File: config.mk
export PLATFORM = sky130hd
export DESIGN_NAME = tagu_unit
export DESIGN_NICKNAME = d
export VERILOG_FILES = /design/src/rtl/tagu_pkg.sv /design/src/rtl/tagu_regfile.sv /design/src/rtl/tagu_mem.sv /design/src/rtl/tagu_check.sv /design/src/rtl/tagu_unit.sv
export SDC_FILE = /design/constraint.sdc
export NUM_CORES = 2
export LEC_CHECK = 0
export ABC_AREA = 1
export BUFFER_PORTS_ARGS = -buffer_cell sky130_fd_sc_hd__buf_2
export CAP_MARGIN = 40
export CORE_UTILIZATION = 44
export CTS_CLUSTER_SIZE = 20
export DETAILED_ROUTE_END_ITERATION = 10
export PLACE_DENSITY = 0.59
export RECOVER_POWER = 100
export SLEW_MARGIN = 15
export SYNTH_ARGS = -nofsm -noshare
export SYNTH_HDL_FRONTEND = slang
export SYNTH_SLANG_ARGS = --single-unit
File: constraint.sdc
create_clock -name clk -period 11 [get_ports clk]
set_input_delay 0 -clock clk [delete_from_list [all_inputs] [get_ports clk]]
set_output_delay 0 -clock clk [all_outputs]
set_load 0.05 [all_outputs]
File: src/rtl/tagu_pkg.sv
package tagu_pkg;
  localparam int TAG_W = 2;

  typedef enum logic [1:0] {
    TAG_PLAIN = 2'b00,
    TAG_DPTR  = 2'b01,
    TAG_CPTR  = 2'b10,
    TAG_PROT  = 2'b11
  } tag_t;

  typedef enum logic [2:0] {
    OP_NOP   = 3'd0,
    OP_LOAD  = 3'd1,
    OP_STORE = 3'd2,
    OP_MOVE  = 3'd3,
    OP_ADD   = 3'd4,
    OP_JUMP  = 3'd5,
    OP_TSET  = 3'd6,
    OP_RSV   = 3'd7
  } op_t;

  typedef enum logic [1:0] {
    FLT_NONE   = 2'b00,
    FLT_BASE   = 2'b01,
    FLT_TARGET = 2'b10
  } flt_t;
endpackage

File: src/rtl/tagu_regfile.sv
module tagu_regfile #(
  parameter int NREGS  = 8,
  parameter int DATA_W = 64,
  parameter int AW     = 3
) (
  input  logic                      clk,
  input  logic                      rst,
  input  logic [AW-1:0]             ra,
  output logic [DATA_W-1:0]         ra_val,
  output logic [tagu_pkg::TAG_W-1:0] ra_tag,
  input  logic [AW-1:0]             rb,
  output logic [DATA_W-1:0]         rb_val,
  output logic [tagu_pkg::TAG_W-1:0] rb_tag,
  input  logic                      we,
  input  logic [AW-1:0]             wa,
  input  logic [DATA_W-1:0]         wd,
  input  logic [tagu_pkg::TAG_W-1:0] wt
);
  logic [DATA_W-1:0]          val_q [NREGS];
  logic [tagu_pkg::TAG_W-1:0] tag_q [NREGS];

  always_ff @(posedge clk) begin
    if (rst) begin
      for (int i = 0; i < NREGS; i++) begin
        val_q[i] <= '0;
        tag_q[i] <= '0;
      end
    end else if (we) begin
      val_q[wa] <= wd;
      tag_q[wa] <= wt;
    end
  end

  assign ra_val = val_q[ra];
  assign ra_tag = tag_q[ra];
  assign rb_val = val_q[rb];
  assign rb_tag = tag_q[rb];
endmodule

File: src/rtl/tagu_mem.sv
module tagu_mem #(
  parameter int WORDS  = 16,
  parameter int DATA_W = 64,
  parameter int AW     = 4
) (
  input  logic                      clk,
  input  logic                      rst,
  input  logic [AW-1:0]             addr,
  output logic [DATA_W-1:0]         rdata,
  output logic [tagu_pkg::TAG_W-1:0] rtag,
  input  logic                      we,
  input  logic [DATA_W-1:0]         wdata,
  input  logic [tagu_pkg::TAG_W-1:0] wtag
);
  // Value array: no reset, single write port, distributed-RAM style read.
  logic [DATA_W-1:0]          data_q [WORDS];
  // Tag array: small, kept in flops so reset can clear it.
  logic [tagu_pkg::TAG_W-1:0] tag_q  [WORDS];

  always_ff @(posedge clk) begin
    if (we) data_q[addr] <= wdata;
  end

  always_ff @(posedge clk) begin
    if (rst) begin
      for (int i = 0; i < WORDS; i++) tag_q[i] <= '0;
    end else if (we) begin
      tag_q[addr] <= wtag;
    end
  end

  assign rdata = data_q[addr];
  assign rtag  = tag_q[addr];
endmodule

File: src/rtl/tagu_check.sv
module tagu_check
  import tagu_pkg::*;
(
  input  logic             op_valid,
  input  op_t              op,
  input  logic [TAG_W-1:0] base_tag,
  output flt_t             flt
);
  always_comb begin
    flt = FLT_NONE;
    if (op_valid) begin
      unique case (op)
        OP_LOAD, OP_STORE: if (base_tag != TAG_DPTR) flt = FLT_BASE;
        OP_JUMP:           if (base_tag != TAG_CPTR) flt = FLT_TARGET;
        default:           flt = FLT_NONE;
      endcase
    end
  end
endmodule

File: src/rtl/tagu_unit.sv
module tagu_unit
  import tagu_pkg::*;
#(
  parameter int NREGS     = 8,
  parameter int MEM_WORDS = 16,
  parameter int DATA_W    = 64,
  localparam int RAW = (NREGS > 1) ? $clog2(NREGS) : 1,
  localparam int MAW = (MEM_WORDS > 1) ? $clog2(MEM_WORDS) : 1
) (
  input  logic              clk,
  input  logic              rst,
  input  logic              op_valid,
  input  logic [2:0]        op_code,
  input  logic [RAW-1:0]    rd,
  input  logic [RAW-1:0]    rs,
  input  logic [RAW-1:0]    rt,
  input  logic [DATA_W-1:0] imm,
  input  logic [TAG_W-1:0]  set_tag,
  output logic              wb_valid,
  output logic [RAW-1:0]    wb_reg,
  output logic [DATA_W-1:0] wb_data,
  output logic [TAG_W-1:0]  wb_tag,
  output logic              br_valid,
  output logic [DATA_W-1:0] br_target,
  output logic              fault,
  output logic [1:0]        fault_code
);
  op_t               op;
  flt_t              flt;
  logic [DATA_W-1:0] rs_val, rt_val, mem_rdata;
  logic [TAG_W-1:0]  rs_tag, rt_tag, mem_rtag;
  logic              rf_we, mem_we, br_go;
  logic [DATA_W-1:0] rf_wd;
  logic [TAG_W-1:0]  rf_wt;

  assign op = op_t'(op_code);

  tagu_regfile #(.NREGS(NREGS), .DATA_W(DATA_W), .AW(RAW)) u_rf (
    .clk(clk), .rst(rst),
    .ra(rs), .ra_val(rs_val), .ra_tag(rs_tag),
    .rb(rt), .rb_val(rt_val), .rb_tag(rt_tag),
    .we(rf_we), .wa(rd), .wd(rf_wd), .wt(rf_wt)
  );

  tagu_mem #(.WORDS(MEM_WORDS), .DATA_W(DATA_W), .AW(MAW)) u_mem (
    .clk(clk), .rst(rst),
    .addr(rs_val[MAW-1:0]), .rdata(mem_rdata), .rtag(mem_rtag),
    .we(mem_we), .wdata(rt_val), .wtag(rt_tag)
  );

  tagu_check u_chk (
    .op_valid(op_valid), .op(op), .base_tag(rs_tag), .flt(flt)
  );

  // Writes are enabled only when the tag check found nothing wrong.
  always_comb begin
    rf_we  = 1'b0;
    mem_we = 1'b0;
    br_go  = 1'b0;
    rf_wd  = rs_val;
    rf_wt  = rs_tag;
    if (op_valid && flt == FLT_NONE) begin
      unique case (op)
        OP_LOAD: begin rf_we = 1'b1; rf_wd = mem_rdata; rf_wt = mem_rtag; end
        OP_STORE: mem_we = 1'b1;
        OP_MOVE: rf_we = 1'b1;
        OP_ADD: begin rf_we = 1'b1; rf_wd = rs_val + rt_val; rf_wt = TAG_PLAIN; end
        OP_JUMP: br_go = 1'b1;
        OP_TSET: begin rf_we = 1'b1; rf_wd = imm; rf_wt = set_tag; end
        default: ;
      endcase
    end
  end

  always_ff @(posedge clk) begin
    if (rst) begin
      wb_valid   <= 1'b0;
      wb_reg     <= '0;
      wb_data    <= '0;
      wb_tag     <= '0;
      br_valid   <= 1'b0;
      br_target  <= '0;
      fault      <= 1'b0;
      fault_code <= FLT_NONE;
    end else begin
      wb_valid   <= rf_we;
      wb_reg     <= rf_we ? rd : '0;
      wb_data    <= rf_we ? rf_wd : '0;
      wb_tag     <= rf_we ? rf_wt : '0;
      br_valid   <= br_go;
      br_target  <= br_go ? rs_val : '0;
      fault      <= (flt != FLT_NONE);
      fault_code <= flt;
    end
  end

  // a memory access through a base without the data-pointer tag faults.
  assert_base_fault_R3: assert property (@(posedge clk) disable iff (rst)
    (op_valid && (op == OP_LOAD || op == OP_STORE) && rs_tag != TAG_DPTR)
    |=> (fault && fault_code == FLT_BASE && !wb_valid));

  // a good load echoes the memory word's value and tag.
  assert_load_copy_R2: assert property (@(posedge clk) disable iff (rst)
    (op_valid && op == OP_LOAD && rs_tag == TAG_DPTR)
    |=> (wb_valid && wb_tag == $past(mem_rtag) && wb_data == $past(mem_rdata)));

  // a branch from a non-code-pointer value faults and is not taken.
  assert_target_fault_R8: assert property (@(posedge clk) disable iff (rst)
    (op_valid && op == OP_JUMP && rs_tag != TAG_CPTR)
    |=> (fault && fault_code == FLT_TARGET && !br_valid));

  // a branch from a code pointer is taken to that value.
  assert_branch_take_R7: assert property (@(posedge clk) disable iff (rst)
    (op_valid && op == OP_JUMP && rs_tag == TAG_CPTR)
    |=> (br_valid && br_target == $past(rs_val)));

  // arithmetic results are plain data.
  assert_add_plain_R6: assert property (@(posedge clk) disable iff (rst)
    (op_valid && op == OP_ADD) |=> (wb_valid && wb_tag == TAG_PLAIN));

  // a fault is exclusive with write-back and branch, and the code is zero otherwise.
  assert_fault_excl_R9: assert property (@(posedge clk) disable iff (rst)
    fault |-> (!wb_valid && !br_valid && fault_code != FLT_NONE));
  assert_code_idle_R9: assert property (@(posedge clk) disable iff (rst)
    !fault |-> (fault_code == FLT_NONE));
endmodule

# Word-level counts from Yosys, hierarchy flattened
# Memories as Yosys holds them, arrays and structs flattened.
# Index checks and enable logic that the tools add are counted.
# totals
register_bits	138
ram_bits	1584
in_bits	81
elab_cells	65
n_memories	4
# classes
add_sub_neg	1
eq_ne	8
n_mux	32
bitwise	2
reduce_logical	10
# mem_list
name	words	width	read_ports	rd_ports_with_merged_regs	wr	line_no	source
u_mem.data_q	16	64	1	0	1	tagu_mem.sv:16	logic [DATA_W-1:0] data_q [WORDS];
u_rf.val_q	8	64	2	0	8	tagu_regfile.sv:19	logic [DATA_W-1:0] val_q [NREGS];
u_mem.tag_q	16	2	1	0	16	tagu_mem.sv:18	logic [tagu_pkg::TAG_W-1:0] tag_q [WORDS];
u_rf.tag_q	8	2	2	0	8	tagu_regfile.sv:20	logic [tagu_pkg::TAG_W-1:0] tag_q [NREGS];
# op_table
cell	n
one-hot mux 64 bit (3 select lines)	1
2-to-1 mux 64 bit	2
adder 64 bit	1
OR reduction 64 bit	1
2-to-1 mux 1 bit	19
2-to-1 mux 2 bit	5
OR reduction 2 bit	5
== test 3 bit, second input constant	3
== test 3 x 2 -> 1 bit, second input constant	2
2-to-1 mux 3 bit	2
one-hot mux 2 bit (3 select lines)	1
2-to-1 mux 4 bit	1
one-hot mux 2 bit (2 select lines)	1
OR reduction 4 bit	1
== test 3 x 1 -> 1 bit, second input constant	1
zero test 2 bit	1
!= test 2 x 1 -> 1 bit, second input constant	1
!= test 2 bit, second input constant	1
NOT 1 bit	2
nonzero test 2 bit	1
logical AND 1 bit	1

# Logic depth before layout (Yosys ltp)
# An unclocked memory read counts as a cell.
# depth
word_depth	13
depth_mapped	29

# Cells and area by module
# Synthesis repeated with hierarchy kept, for this count alone.
# hier_totals
cells_unflattened	10524
area_unflattened_um2	86526.7
# by_module_without_submodules
mod	instances	cells_per_inst	area_per_inst_um2	seq_area_each_um2
tagu_mem	1	4338	44452.6	31710.4
tagu_regfile	1	4186	30676.9	15855.2
tagu_unit	1	1989	11345.9	2762.6
tagu_check	1	11	51.3	0.0

# Worst setup path before layout
# No wires, ideal clock.
# synth_path
kind	register -> register
startpoint	memory u_rf.val_q[3][0]
endpoint	memory u_mem.data_q[0][0], enable pin
arrival_ps	4465
slack_ps	6049
stages_incl_launch_ff	13
n_path_buf	3
cell_sequence	edfxtp_1 -> inv_1 -> nand2_1 -> nand3_1 -> nand3_1 -> nand2_1 -> buf_6 -> clkinv_2 -> buf_2 -> buf_4 -> nor4_2 -> inv_1 -> nor2_1
# synth_rtl
item	line_no
start, declared	tagu_regfile.sv:19
end, declared	tagu_mem.sv:16

==> summary.md <==
| Metric | Value |
|---|---|
| Outcome | `finished with violations` |
| Violated checks | `negative hold slack, max-capacitance violations, max-slew violations` |
| Final setup fails | `0` |
| Wire per inst | `25.31 µm` |
| Port Buffers | `218` |
| Critical path launch point type | `primary input` |
| RSZ-0062 raised after global routing | `false` |
| WP data required | `11.57 ns` |
| Cell taking the most area after synthesis | `edfxtp_1` |
| Number of global-route vias before repair | `63010` |
| Starting Density | `44.50%` |
| Peak VDD IR | `179.5 µV` |
| CTS H-tree depth | `4` |
| CTS resizes | `0` |
| Final Power | `0.01612 W` |
| GRT overflow | `0` |
| Internal Pwr Total | `0.01150 W` |
| RD Place Congestion | `1.027` |
| Leak pwr | `36.86 nW` |
| Tightest Hold Check Type | `primary input to register` |
| Total setup buffers inserted after CTS | `0` |
| Initial antenna violation count | `8` |
| Sw frac | `28.68%` |
| Root buffer cell | `clkbuf_16` |
| CTS Hold Bufs | `53` |
| Later-pin clock latency in the skew report | `0.87 ns` |
| DR DRC count | `0` |
| Antenna Nets Post-Route | `0` |
| Max_cap viols | `10` |
| Pins Over Slew Limit | `405` |
| Comb pwr share | `14.8%` |
| Final Non-Filler Cells | `11950` |
| Max-slew headroom | `-117.3%` |
| Post-synth EDFFs | `1584` |
| Max clock buf depth | `3` |
| Die Ht | `436.0 µm` |
| Total CTS buffers | `181` |
| Fillers | `17450` |
| Final Hold Slack | `-0.04778 ns` |
| Count leader, synth | `nand2_1` |
| Post-Route WL | `302.5 mm` |
| Clk pwr share | `39.5%` |
| Sequential Power Share | `45.7%` |
| Mapped Nets | `9337` |
| Worst-path clk slew | `0.06 ns` |
| GRT met3 Usage | `4.943%` |
| PD cells | `173.4 nW/µm²` |
| Final setup skew | `0.06472 ns` |
| Largest net degree at the start of global routing | `258` |
| Syn-to-layout area delta | `12.18%` |
| TNS Setup | `0 ns` |
| Worst-margin pin slew | `3.260 ns` |
| Max reg flops | `1024` |
| Synthesis-stage register bit count | `1722` |
| Wire length of the first global-routing pass | `432.4 mm` |
| Dpl cells | `11560` |
| CTS tree | `built` |
| Switching power | `0.004624 W` |
| Row count | `158` |
| Crit Path Max Fanout | `47` |
| Std-Cell Core Area | `186200 µm²` |
| Via/cell ratio | `5.626` |
| Met2 Usage GRT | `48.25%` |
| Drt initial violations | `8483` |
| Yosys warns | `0` |
| Seq/Total Area, Yosys | `60.73%` |
| Die width | `436.0 µm` |
| Setup CP Type | `primary input to register` |
| Die ar. | `190100 µm²` |
| Min Tclk post-route | `8.817 ns` |
| Share of cells above drive strength 1 | `5.679%` |
| DP HPWL | `184.7 mm` |
| Final net count | `9463` |
| Top cells by count, synth | `nand2_1 (2177), edfxtp_1 (1584), nor2_1 (1486)` |
| Synth Cell Area | `82870 µm²` |
| Fmax | `113.4 MHz` |
| Post-synth ARST share | `0%` |
| IO Count | `219` |
| Mapped Cells | `9192` |
| Count of different cell masters after synthesis | `47` |
| Biggest regs | `u_mem.data_q: 1024 flops, u_rf.val_q: 512 flops` |
| Final Hold Fails | `1` |
| Met1 usage | `42.54%` |
| Final period util | `80.16%` |
| Largest cells by area after synthesis | `edfxtp_1 (57%), nand2_1 (9.9%), o21ai_0 (7.1%)` |
| Crit end category | `register` |
| Drt pass-1 iters | `7` |
| Top-area cell type share of the netlist area | `57.40%` |
| Data arrival time of the critical path | `9.39 ns` |
| Gr usage total | `31.09%` |
| Syn_area_per_cell | `9.015 µm²` |
| Most used routing layer | `met2` |
| Clock sinks | `1722` |
| Most flops, register | `u_mem.data_q` |
| Via count | `67250` |
| Ys flop type | `edfxtp_1` |
-- worst paths after layout --
kind,slack [ns],startpoint,depth (start not counted),to
max,2.18,rt[1],24,u_rf.val_q[7][24]$_SDFFCE_PN0P_
min,-0.05,op_code[2],6,fault_code[0]$_SDFF_PP0_
max reg2reg,4.38,u_rf.val_q[1][0]$_SDFFCE_PN0P_,16,u_rf.val_q[6][27]$_SDFFCE_PN0P_
min reg2reg,0.88,u_rf.val_q[0][41]$_SDFFCE_PN0P_,6,br_target[41]$_SDFF_PP0_
-- power groups by stage --
stage,Sequential [W],Clock (W),Combinational [W]
floorplan,0.00753,0,0.00138
global placement,0.00749,0,0.00231
detailed placement,0.00750,0,0.00235
CTS,0.00736,0.00641,0.00237
global route,0.00737,0.00666,0.00256
finish,0.00737,0.00637,0.00239
-- kinds of logic after synthesis --
group	synth area share, %
adder cells (fa/ha/maj)	0.9754
buffers and inverters	6.906
AO/OA/AOI/OAI	11.54
XOR/XNOR	0.03171
AND/OR/NAND/NOR	19.81
flip-flops	60.73
-- critical path: stages --
cell        delay, ns
clkbuf_1         2.04
clkinvlp_2       2.06
buf_4            0.72
a21oi_1          0.21
a221oi_1         0.10
a31oi_1          0.23
clkbuf_1         0.73
ha_1             0.41
inv_1            0.08
fa_1             0.36
inv_1            0.11
nand3_1          0.08
nand3_1          0.17
nand2_1          0.09
nand2_1          0.14
nand3_1          0.15
nand3_1          0.33
nand2_1          0.09
nand2_1          0.07
nor2_1           0.07
nor2_1           0.22
o21ai_1          0.21
nand2_1          0.45
nor2_1           0.11
-- layer usage --
layer | vias to the layer above | share of wire, %
li1 | 30710 | -
met1 | 32340 | 41
met4 | 6 | 5.1
met5 | - | 0.013
met2 | 3520 | 45
met3 | 665 | 9.1
-- layout by cell type, fill, tap and decap left out, types with 16 or more instances in the layout --
master	netlist	final
o21ai_0	1177	1195
nor2_4	4	16
dfxtp_1	138	138
a21oi_1	491	491
bufinv_16	0	18
clkbuf_8	0	18
a31oi_1	63	59
ha_1	63	63
clkinv_2	1	23
nor2_1	1486	1477
o21bai_1	17	17
nand2_4	0	17
buf_4	12	91
nand2_1	2177	2216
clkbuf_16	0	184
buf_2	191	80
nor3_1	50	48
nand3_1	175	173
clkbuf_1	294	249
dlygate4sd3_1	0	53
inv_1	900	903
edfxtp_1	1584	1584
nand4_1	28	28
nand3b_1	99	99
o21ai_1	89	69
clkinv_1	1	36
-- per-stage QoR --
step           utilization [%]  area, µm²  hold slack [ns]  setup WS (ns)
6_report                 49.92      92960         -0.04778          2.183
5_1_grt                  49.92      92960          0.01242          2.100
4_1_cts                  50.31      93680         0.002237          4.767
3_5_place_dp             46.73      87020           0.2557          4.471
3_3_place_gp             46.45      86500           0.2595          4.523
2_1_floorplan                -      82870          0.06907          6.049
-- final cells by class --
cell class / count / area, µm² / area share [%]
repair buffers: 465 / 3010 / 3.238
diodes: 1 / 2.502 / 0.002692
clock inverters: 102 / 1162 / 1.250
inverters: 914 / 3450 / 3.711
flip-flops and latches: 1722 / 50330 / 54.14
well taps: 2480 / 3103 / 3.338
multi-input cells: 6034 / 26930 / 28.97
clock buffers: 236 / 4970 / 5.346
(Power assumes the default switching activity.)
